**config.mk**
```make
export PLATFORM = sky130hd
export DESIGN_NAME = prd_walker
export DESIGN_NICKNAME = d
export VERILOG_FILES = /design/src/rtl/prd_pkg.sv /design/src/rtl/prd_entry_decode.sv /design/src/rtl/prd_chunk_sizer.sv /design/src/rtl/prd_page_guard.sv /design/src/rtl/prd_walker.sv
export SDC_FILE = /design/constraint.sdc
export NUM_CORES = 1
export LEC_CHECK = 0
export ABC_AREA = 1
export BUFFER_PORTS_ARGS = -buffer_cell sky130_fd_sc_hd__buf_2
export CAP_MARGIN = 20
export CORE_MARGIN = 5
export CORE_UTILIZATION = 41
export CTS_BUF_LIST = sky130_fd_sc_hd__clkbuf_4 sky130_fd_sc_hd__clkbuf_8 sky130_fd_sc_hd__clkbuf_16
export CTS_CLUSTER_DIAMETER = 150
export DETAILED_ROUTE_END_ITERATION = 6
export PLACE_DENSITY = 0.65
export RECOVER_POWER = 100
export SYNTH_ARGS = -nofsm -noshare
export SYNTH_HDL_FRONTEND = slang
export SYNTH_HIERARCHICAL = 1
export SYNTH_SLANG_ARGS = --single-unit
```
**constraint.sdc**
```tcl
create_clock -name clk -period 3.07 [get_ports clk]
set_input_delay 0.307 -clock clk [delete_from_list [all_inputs] [get_ports clk]]
set_output_delay 0.307 -clock clk [all_outputs]
set_load 0.05 [all_outputs]
```
**src/rtl/prd_pkg.sv**
```systemverilog
package prd_pkg;

    localparam int unsigned PRD_ADDR_W  = 32;
    localparam int unsigned PRD_CNT_W   = 17;
    localparam int unsigned PRD_ENTRY_B = 8;

    typedef enum logic [2:0] {
        WALK_IDLE  = 3'd0,
        WALK_CHECK = 3'd1,
        WALK_FETCH = 3'd2,
        WALK_ISSUE = 3'd3,
        WALK_WAIT  = 3'd4
    } walk_state_e;

    typedef enum logic [1:0] {
        RES_COMPLETE  = 2'd0,
        RES_EXHAUSTED = 2'd1,
        RES_STOPPED   = 2'd2
    } walk_result_e;

endpackage

```
**src/rtl/prd_entry_decode.sv**
```systemverilog
module prd_entry_decode
    import prd_pkg::*;
(
    input  logic [63:0]            entry,
    output logic [PRD_ADDR_W-1:0]  region_addr,
    output logic [PRD_CNT_W-1:0]   region_len,
    output logic                   region_final
);
    logic [14:0] half_count;
    logic        unused_rsvd;

    assign half_count   = entry[47:33];
    assign region_addr  = entry[PRD_ADDR_W-1:0];
    assign region_final = entry[63];
    assign unused_rsvd  = ^{entry[62:48], entry[32]};

    always_comb begin
        if (half_count == '0) begin
            region_len = PRD_CNT_W'(1) << 16;
        end else begin
            region_len = {1'b0, half_count, 1'b0};
        end
    end
endmodule

```
**src/rtl/prd_chunk_sizer.sv**
```systemverilog
module prd_chunk_sizer
    import prd_pkg::*;
#(
    parameter int unsigned LEN_W = 24
) (
    input  logic [LEN_W-1:0]     pending,
    input  logic [PRD_CNT_W-1:0] region_left,
    output logic [PRD_CNT_W-1:0] chunk
);
    localparam int unsigned CMP_W = (LEN_W > PRD_CNT_W) ? LEN_W : PRD_CNT_W;

    logic [CMP_W-1:0] pend_w;
    logic [CMP_W-1:0] left_w;

    assign pend_w = CMP_W'(pending);
    assign left_w = CMP_W'(region_left);

    always_comb begin
        if (pend_w < left_w) begin
            chunk = PRD_CNT_W'(pend_w);
        end else begin
            chunk = region_left;
        end
    end
endmodule

```
**src/rtl/prd_page_guard.sv**
```systemverilog
module prd_page_guard
    import prd_pkg::*;
#(
    parameter int unsigned PAGE_BYTES = 4096
) (
    input  logic [PRD_ADDR_W-1:0] table_base,
    input  logic [PRD_ADDR_W-1:0] read_ptr,
    output logic                  over_page
);
    logic [PRD_ADDR_W-1:0] span;

    assign span      = read_ptr - table_base;
    assign over_page = (span >= PRD_ADDR_W'(PAGE_BYTES));
endmodule

```
**src/rtl/prd_walker.sv**
```systemverilog
module prd_walker
    import prd_pkg::*;
#(
    parameter int unsigned LEN_W      = 24,
    parameter int unsigned PAGE_BYTES = 4096
) (
    input  logic                  clk,
    input  logic                  rst_n,
    input  logic                  start,
    input  logic                  resume,
    input  logic                  active,
    input  logic                  dir,
    input  logic [31:0]           table_base,
    input  logic [LEN_W-1:0]      xfer_len,
    output logic                  desc_req,
    output logic [31:0]           desc_addr,
    input  logic                  desc_rvalid,
    input  logic [63:0]           desc_rdata,
    output logic                  burst_valid,
    input  logic                  burst_ready,
    output logic [31:0]           burst_addr,
    output logic [16:0]           burst_len,
    output logic                  burst_write,
    input  logic                  burst_done,
    output logic                  busy,
    output logic                  done,
    output logic [1:0]            result
);
    localparam logic [PRD_ADDR_W-1:0] STEP = PRD_ADDR_W'(PRD_ENTRY_B);

    typedef struct packed {
        walk_state_e             st;
        logic [PRD_ADDR_W-1:0]   base;
        logic [PRD_ADDR_W-1:0]   ptr;
        logic [PRD_ADDR_W-1:0]   raddr;
        logic [PRD_CNT_W-1:0]    rlen;
        logic                    rfinal;
        logic [LEN_W-1:0]        pend;
        logic                    wr;
        logic                    fin;
        walk_result_e            res;
    } walk_t;

    walk_t cur_q;
    walk_t nxt_d;

    logic [PRD_ADDR_W-1:0] dec_addr;
    logic [PRD_CNT_W-1:0]  dec_len;
    logic                  dec_final;
    logic [PRD_CNT_W-1:0]  chunk;
    logic                  page_over;

    prd_entry_decode u_decode (
        .entry        (desc_rdata),
        .region_addr  (dec_addr),
        .region_len   (dec_len),
        .region_final (dec_final)
    );

    prd_chunk_sizer #(.LEN_W(LEN_W)) u_sizer (
        .pending     (cur_q.pend),
        .region_left (cur_q.rlen),
        .chunk       (chunk)
    );

    prd_page_guard #(.PAGE_BYTES(PAGE_BYTES)) u_guard (
        .table_base (cur_q.base),
        .read_ptr   (cur_q.ptr),
        .over_page  (page_over)
    );

    always_comb begin
        nxt_d     = cur_q;
        nxt_d.fin = 1'b0;
        case (cur_q.st)
            WALK_IDLE: begin
                if (start) begin
                    nxt_d.st     = WALK_CHECK;
                    nxt_d.base   = table_base;
                    nxt_d.ptr    = table_base;
                    nxt_d.raddr  = '0;
                    nxt_d.rlen   = '0;
                    nxt_d.rfinal = 1'b0;
                    nxt_d.pend   = xfer_len;
                    nxt_d.wr     = dir;
                end else if (resume) begin
                    nxt_d.st   = WALK_CHECK;
                    nxt_d.pend = xfer_len;
                    nxt_d.wr   = dir;
                end
            end
            WALK_CHECK: begin
                if (cur_q.pend == '0) begin
                    nxt_d.st  = WALK_IDLE;
                    nxt_d.fin = 1'b1;
                    nxt_d.res = RES_COMPLETE;
                end else if (!active) begin
                    nxt_d.st  = WALK_IDLE;
                    nxt_d.fin = 1'b1;
                    nxt_d.res = RES_STOPPED;
                end else if (cur_q.rlen == '0) begin
                    if (cur_q.rfinal || page_over) begin
                        nxt_d.st  = WALK_IDLE;
                        nxt_d.fin = 1'b1;
                        nxt_d.res = RES_EXHAUSTED;
                    end else begin
                        nxt_d.st = WALK_FETCH;
                    end
                end else begin
                    nxt_d.st = WALK_ISSUE;
                end
            end
            WALK_FETCH: begin
                if (desc_rvalid) begin
                    nxt_d.st     = WALK_CHECK;
                    nxt_d.raddr  = dec_addr;
                    nxt_d.rlen   = dec_len;
                    nxt_d.rfinal = dec_final;
                    nxt_d.ptr    = cur_q.ptr + STEP;
                end
            end
            WALK_ISSUE: begin
                if (burst_ready) begin
                    nxt_d.st = WALK_WAIT;
                end
            end
            WALK_WAIT: begin
                if (burst_done) begin
                    nxt_d.st    = WALK_CHECK;
                    nxt_d.raddr = cur_q.raddr + PRD_ADDR_W'(chunk);
                    nxt_d.rlen  = cur_q.rlen - chunk;
                    nxt_d.pend  = cur_q.pend - LEN_W'(chunk);
                end
            end
            default: begin
                nxt_d.st = WALK_IDLE;
            end
        endcase
    end

    always_ff @(posedge clk or negedge rst_n) begin
        if (!rst_n) begin
            cur_q <= '{st: WALK_IDLE, base: '0, ptr: '0, raddr: '0, rlen: '0,
                       rfinal: 1'b0, pend: '0, wr: 1'b0, fin: 1'b0,
                       res: RES_COMPLETE};
        end else begin
            cur_q <= nxt_d;
        end
    end

    assign desc_req    = (cur_q.st == WALK_FETCH);
    assign desc_addr   = cur_q.ptr;
    assign burst_valid = (cur_q.st == WALK_ISSUE);
    assign burst_addr  = cur_q.raddr;
    assign burst_len   = chunk;
    assign burst_write = cur_q.wr;
    assign busy        = (cur_q.st != WALK_IDLE);
    assign done        = cur_q.fin;
    assign result      = cur_q.res;
endmodule

```
After elaboration in Yosys (flattened, before gate mapping)
Index checks and enable logic that the tools add are counted. Widths: inputs -> output; s select.

Add/subtract/negate cells: 5. $lt $le $gt $ge: 2. Eq/ne operators: 11. Muxes and demuxes: 27. Reductions and logical operators: 17.

Operators by type and width (count): $mux 82 (2); $pmux 49 s3 (1); $pmux 32 s2 (1); $mux 25 (2); $mux 49 (1); $pmux 24 s2 (1); $mux 3 (13); $mux 17 (2); $add 32x17->32 (1); $add 32x4->32 const B (1); $ge 32x13->1 const B (1); $sub 32x32->32 (1); $logic_not 24->1 (1); $lt 24x17->1 (1); $mux 24 (1); $sub 24x17->24 (1); $logic_not 17->1 (1); $sub 17x17->17 (1); $logic_not 15->1 (1); $pmux 3 s5 (1); $reduce_and 3->1 (3); $reduce_and 4->1 (2); $eq 3x2->1 const B (2); $ne 3x1->1 const B (2); 12 further kinds (18).

Register bits after elaboration: 145. Input bits: 129. Output and inout port bits: 88. Word-level logic and storage cells: 72.

Depth between registers and ports, before layout
Gate-level depths: netlist of the first run.

Depth after elaboration: 8. Mapped depth: 27. Mapped depth without buffers: 27.

Hierarchy
Netlist of the first run, hierarchy kept.

By module, submodules not included: prd_walker (instances 1, cells an instance 1756, area each 11484.8 um^2, seq. area each 3628.5 um^2); prd_page_guard (instances 1, cells an instance 548, area each 2534.9 um^2, seq. area each 0.0 um^2); prd_chunk_sizer (instances 1, cells an instance 139, area each 743.2 um^2, seq. area each 0.0 um^2); prd_entry_decode (instances 1, cells an instance 78, area each 420.4 um^2, seq. area each 0.0 um^2).

Worst setup path before layout of the first run
Ideal clock, no wire load.

Path type: register to register. Start point: reg cur_q[19] in the netlist's numbering. End point: reg cur_q[27] in the netlist's numbering. Library setup time: 120 ps. Arrival time: 3408 ps. Required time: 2950 ps. Slack: -459 ps. Stages on the path, launching flop included: 18. Path buffers: 1. Cells stage by stage: dfrtp_1 > ha_1 > a21o_1 > nor2_1 > nand2_1 > a21oi_4 > buf_4 > nand3_1 > nand2_1 > inv_1 > ha_1 > a21oi_1 > a21boi_0 > nor2_1 > nor2_1 > a21oi_1 > o21ai_1 > nand2_1.

Cells in the longest elaborated chain, start to end: 5.

RTL lines: from (decl) (RTL line prd_walker.sv:44) `walk_t cur_q;`; from (signal assigned) (RTL line prd_walker.sv:143) `cur_q <= '{st: WALK_IDLE, base: '0, ptr: '0, raddr: '0, rlen: '0,`; from (signal assigned) (RTL line prd_walker.sv:147) `cur_q <= nxt_d;`; $lt 24x17->1 (RTL line prd_chunk_sizer.sv:19) `if (pend_w < left_w) begin`; $mux 17 (RTL line prd_chunk_sizer.sv:19); via burst_len[10] (RTL line prd_walker.sv:22) `output logic [16:0] burst_len,`; $sub 24x17->24 (RTL line prd_walker.sv:132) `nxt_d.pend = cur_q.pend - LEN_W'(chunk);`; $mux 24 (RTL line prd_walker.sv:128) `if (burst_done) begin`; $pmux 24 s2 (RTL line prd_walker.sv:75) `case (cur_q.st)`.

The timed path passes the listed nets, and every way through them passes these cells. The select of a mux whose other input is x is not followed. A chain may end at the register's enable or synchronous reset.

Final worst setup path of the first run
Start point: reg cur_q[42] in the netlist's numbering. End point: reg cur_q[12] in the netlist's numbering.

Cells in the longest elaborated chain, start to end: 5.

RTL lines (RTL line): $lt 24x17->1 (prd_chunk_sizer.sv:19); $mux 17 (prd_chunk_sizer.sv:19); $sub 24x17->24 (prd_walker.sv:132); $mux 24 (prd_walker.sv:128); $pmux 24 s2 (prd_walker.sv:75).

Every way passes these cells. The select of a mux whose other input is x is not followed.

==> metrics.txt, run 1 <==
status complete, but fails checks; failing checks max-capacitance violations, max-slew violations, negative setup slack; clk_lat worst skew between 0.4 and 0.5 ns; initial antenna violation count 0; post-route worst setup slack -0.582 ns; WP data required 3.46 ns; Final Util 58.8%; Rel. slew slack -21.1%; placed cell areas 0.0178 mm²; Num CTS Buffers 17; Rows 70; Synth Net Count between 2k and 3k; TritonCTS clock tree done; port bufs 200; TritonRoute pass-1 iters 6; most common cell in the synthesized netlist nand2_1; slowest cell delay on critical path between 0.4 and 0.5 ns; die area 0.0410 mm²; Post-DRT Antenna Nets 0; wire per inst about 19 µm; Ports around 220; drt total wl 61.8 mm; period utilisation layout 119%; Final Hold Viols 0; Pins Over Slew Limit 65; Post-Synth Simple-Gate Area between 30% and 40%; Final setup viols just over 80; RSZ-0062 raised after global routing yes; Congestion Overflow GR 0; # diodes 0; Post-Syn Instances 2521; Synth Area in XOR/XNOR less than 1%; number of max-cap violations 1; largest family of logic cells by synthesized area simple AND/OR/NAND/NOR gates; final setup TNS -25.11 ns; crit path max fanout 5; vias in the first global route 17.0k; design area 0.0215 mm²; Root Driver clkbuf_16; Critical Path Sink Type register; hpwl dp 44.9 mm; asr flop ratio synth 100%; synthesis-stage register bit count roughly 150; clock sinks 145; WP buf/inv 6; first-pass GRT wire length around 90 mm; Layout area overhead 41.8%; warning count from the yosys run 6; Total Routing Usage GR 27.8%; mean area per synthesized cell 6.02 µm²; core area 0.0366 mm²; largest cells by area after synthesis dfrtp_1 (24%), nand2_1 (20%), inv_1 (9.5%), ha_1 (8.1%), nand3_1 (6.4%); largest net degree at the start of global routing 77; Post-synth top cells nand2_1 (809), inv_1 (385), nor2_1 (244); Die X 202 µm; mux share of post-synthesis cell area 0.0742%; Max Freq 0.274 GHz; CP Data Arrival Time roughly 4.0 ns; Yosys top cell by area dfrtp_1; initial core utilization 41.5%; Worst Max-Slew Pin Slew 1.82 ns; layout net count 3085; drt initial violations 1294; Top delay family on crit path simple AND/OR/NAND/NOR gates; Synth Area in Compound Gates 11.4%; pre-CTS WS -0.437 ns; total number of vias around 18k; post-synthesis sequential area ratio 23.9%; worst hold path class in2reg; Main synth FF type dfrtp_1; Distinct cells, synth 51; layout cells sized above 1 between 30 and 40%; Slowest cell on crit path dfrtp_1; H-tree Lvls 4; critical path, cell by cell inv_2, ha_4, nand2_4, nor2_4, nand4_1, nor3_4, nand2_4, buf_6, nand3_4, nand2_8, buf_6, ha_4, fa_2, inv_2, nand3_2, nand2_4, buf_6, nand3_4, nand2_4, buf_6, xor2_1, nor2_1, o21ai_1; Netlist Area Pre-Place 0.0152 mm²; CTS Buffer Depth 2; die height 202 µm; drt via density 5.27; post-synthesis adder-cell area fraction 8.60%; Final min period around 3.7 ns; Setup Skew 0.0132 ns; number of synthesized flops with an enable pin 0; Setup Crit Path Kind reg2reg; Final GP Congestion 0.983; number of remaining DRC errors 0; Critical Path Source Type register; top cell type's share of synthesized area 23.9%; Worst-path clk slew 0.07 ns
state kept, by name, summed over array words and instances, names as in the netlist:
signal and cells:
cur_q 77, burst_addr 32, desc_addr 32, result 2
burst_write 1, done 1
kinds of logic (layout without fill, tap and decap cells):
family                   after synthesis  after routing
AND/OR/NAND/NOR                     1386           1387
buffers and inverters                553            898
AO/OA/AOI/OAI                        318            318
flip-flops                           145            145
adder cells (fa/ha/maj)              102            102
XOR/XNOR                              15             15
other                                  1              1
multiplexers                           1              1
what timing repair did:
item / 4_1_cts / 5_1_grt
resized for setup: 234 / 458
gates cloned: 2 / 0
endpoints found under the hold margin: 62 / 0
endpoints found under the setup margin: 70 / 84
pin swaps: 53 / 133
setup buffers: 26 / 46
hold buffers: 1 / 0
through the flow:
| step | cells | hold slack (ns) |
|---|---|---|
| after floorplan | 2521 | 0.0114 |
| after global placement | 3236 | 0.362 |
| after detailed placement | 3236 | 0.355 |
| after CTS | 3295 | 0.0386 |
| after global routing | 3335 | 0.0496 |
| final | 3335 | 0.0448 |
cells in the final DEF (no fill, tap or decap), types with 17 or more instances in the layout:
cell type	instances
clkbuf_16	17
nand3b_1	19
nor2_1	206
inv_1	346
nand2_1	645
nand3_2	61
a21oi_2	57
nand4_1	29
o21ai_1	22
o21ai_0	60
inv_2	38
nor2_2	36
ha_4	55
nand2_4	65
a21oi_1	103
dfrtp_1	145
buf_2	112
ha_1	36
nand2_2	100
clkbuf_1	70
buf_6	46
nor3_1	21
nand3_1	126
buf_4	213
nor2_4	19
path summary, 6_finish.rpt:
kind / from / end / slack, ns / cells past startpoint
setup / recovery: cur_q[42]$_DFFE_PN0P_ / cur_q[12]$_DFFE_PN0P_ / -0.58 / 23
setup reg to reg: cur_q[42]$_DFFE_PN0P_ / cur_q[12]$_DFFE_PN0P_ / -0.58 / 23
hold reg to reg: cur_q[111]$_DFFE_PN0P_ / cur_q[111]$_DFFE_PN0P_ / 0.47 / 2
max in group asynchronous: rst_n / desc_addr[17]$_DFFE_PN0P_ / 0.30 / 3
min in group asynchronous: rst_n / cur_q[22]$_DFFE_PN0P_ / 0.84 / 2
hold / removal: active / result[1]$_DFFE_PN0P_ / 0.04 / 2
cell type report:
type                    instances  area (µm²)
clock inverters                13         206
fillers                      3373       15100
multi-input cells            1824       11700
inverters                     393        1510
repair buffers                473        3460
clock buffers                  19         453
flip-flops and latches        145        3630
well taps                     468         586
metal layers:
metal | share of wire [%] | global-route usage, % | vias up
li1 | - | - | 8538
met1 | 41 | 35.7 | 8261
met2 | 49 | 47.4 | 629
met3 | 5.9 | 4.27 | 156
met4 | 4.3 | 10.2 | 0
met5 | 0 | 0 | -
Power of run 1 is left out: the tool's default activity adds up to more than one toggle a clock period on the data nets, which glitch-free logic cannot reach.
==> inputs of run 2 (changes only) <==
- SETUP_SLACK_MARGIN: default -> 0.1
==> run 2 against run 1 <==
Effect of this change: the run still ends with max-capacitance violations, max-slew violations, negative setup slack left; via count up 0.25%; count of clock-buffer cells in the layout is 3 higher; critical path depth down 1; flip-flop and latch count is the same; fmax up 6.8%; register-to-register slack better by 0.23 ns; hold slack got worse by 0.0050 ns; cell count up 0.12%; design area is 1.5% higher; clock skew down 0.0045 ns; wire length rose by 0.13%; worst setup slack improved by 0.23 ns.
==> metrics.txt, run 2 (synthesis results as in run 1) <==
Setup Crit Path Kind reg2reg; final setup TNS -15.58 ns; r2r startpoint cur_q[19]$_DFFE_PN0P_; initial core utilization 41.5%; WP buf/inv 5; Rel. slew slack -35.7%; Congestion Overflow GR 0; H-tree Lvls 4; die height 202 µm; Final Hold Viols 0; Critical Path Sink Type register; largest net degree at the start of global routing 77; Rows 70; RSZ-0062 raised after global routing yes; Top delay family on crit path simple AND/OR/NAND/NOR gates; max FFs per register 77; Final setup viols 64; Critical Path Source Type register; critical path startpoint cur_q[19]$_DFFE_PN0P_; layout net count 3089; total number of vias roughly 18k; CTS Buffer Depth 2; slowest cell delay on critical path 0.43 ns; failing checks max-capacitance violations, max-slew violations, negative setup slack; Setup Skew 0.00870 ns; Root Driver clkbuf_16; Multi-input gate area ~0.012 mm²; core area roughly 0.037 mm²; vias in the first global route around 18k; register area between 0.003 and 0.004 mm²; first-pass GRT wire length ~94 mm; die area 0.0410 mm²; most frequent cells in the layout nand2_1 (629), inv_1 (340), buf_4 (216), nor2_1 (207), dfrtp_1 (144); TritonRoute pass-1 iters 5; clk_lat worst skew 0.46 ns; worst hold path class in2reg; Slowest cell on crit path dfrtp_1; port bufs 200; post-route worst setup slack -0.349 ns; Num CTS Buffers 17; Worst-path clk slew 0.07 ns; number of remaining DRC errors 0; WP data required roughly 3.4 ns; drt via density 5.28; # diodes 0; Die X slightly above 200 µm; hpwl dp 45.0 mm; Final min period around 3.4 ns; Worst Hold Launch active; Top reg by flops cur_q; initial antenna violation count 2; crit path max fanout 6; clock sinks 145; Final GP Congestion 0.986; status complete, but fails checks; period utilisation layout 111%; drt initial violations roughly 1.2k; Post-DRT Antenna Nets 0; Filler cells 3382; Max Freq 0.293 GHz; layout cells sized above 1 35.1%; Pins Over Slew Limit 71; wire per inst 18.5 µm; Total Routing Usage GR 28.4%; Ports about 220; CP Data Arrival Time 3.76 ns; critical path, cell by cell ha_4, nand2_2, nor2_4, nand4_1, nor3_2, nand2_4, buf_12, nand2_8, buf_12, nand2_4, nand2_4, inv_4, ha_4, a21oi_2, nand2_2, nand3_1, nand2_2, buf_4, buf_4, xor2_1, nor2_1, o21ai_1; TritonCTS clock tree done; most common cell after layout, fill and taps aside nand2_1; Worst Max-Slew Pin Slew just over 2 ns; drt total wl 61.8 mm; number of max-cap violations 1; Layout area overhead 43.9%
[run 2: layout make-up]
type,count,share of cell area (%)
sequential,145,16.6
clock buffer,22,2.20
tap,468,2.68
inverter,393,6.92
multi-input combinational,1824,54.7
clock inverter,10,0.607
timing repair buffer,477,16.2
[run 2: path summary, 6_finish.rpt]
| kind | slack, ns | endpoint | cells past startpoint |
|---|---|---|---|
| max in group asynchronous | 0.29 | desc_addr[3]$_DFFE_PN0P_ | 3 |
| min in group asynchronous | 0.97 | cur_q[21]$_DFFE_PN0P_ | 2 |
| worst max register to register | -0.35 | cur_q[11]$_DFFE_PN0P_ | 22 |
| worst min-delay path | 0.04 | result[1]$_DFFE_PN0P_ | 2 |
| worst min register to register | 0.47 | cur_q[137]$_DFFE_PN0P_ | 2 |
| worst max-delay path | -0.35 | cur_q[11]$_DFFE_PN0P_ | 22 |
[run 2: what timing repair did]
item	4_1_cts	5_1_grt
resized for setup	374	321
setup buffers	41	37
cloned	2	0
pin swaps	133	149
endpoints found under the hold margin	68	0
hold buffers	1	0
endpoints found under the setup margin	83	90
[run 2: worst reg2reg max path, cell delays in order, from the launching register on]
cell and delay, ns:
dfrtp_1 0.43, ha_4 0.30, nand2_2 0.08, nor2_4 0.13, nand4_1 0.12, nor3_2 0.21, nand2_4 0.09, buf_12 0.15
nand2_8 0.10, buf_12 0.11, nand2_4 0.04, nand2_4 0.11, inv_4 0.06, ha_4 0.25, a21oi_2 0.22, nand2_2 0.12
nand3_1 0.11, nand2_2 0.07, buf_4 0.15, buf_4 0.13, xor2_1 0.15, nor2_1 0.11, o21ai_1 0.07
[run 2: routing by layer]
| metal | wire length [µm] | up-vias | GRT usage [%] |
|---|---|---|---|
| met5 | 13 | - | 0 |
| li1 | - | 8543 | - |
| met1 | 25400 | 8344 | 35.0 |
| met4 | 2800 | 2 | 12.1 |
| met2 | 30400 | 580 | 49.6 |
| met3 | 3260 | 159 | 4.16 |
[run 2: per-stage QoR]
| stage | std cells | area [µm²] | hold WS (ns) | setup slack [ns] | utilization (%) |
|---|---|---|---|---|---|
| finish | 3339 | 21900 | 0.0398 | -0.349 | 59.7 |
| global route | 3339 | 21900 | 0.0394 | -0.537 | 59.7 |
| CTS | 3309 | 20500 | 0.0531 | -0.203 | 55.9 |
| detailed placement | 3234 | 18000 | 0.402 | -0.367 | 49.1 |
| global placement | 3234 | 18000 | 0.397 | -0.374 | 49.1 |
| floorplan | 2521 | 15700 | 0.0114 | -0.0195 | - |
Power of run 2 is left out for the same reason.
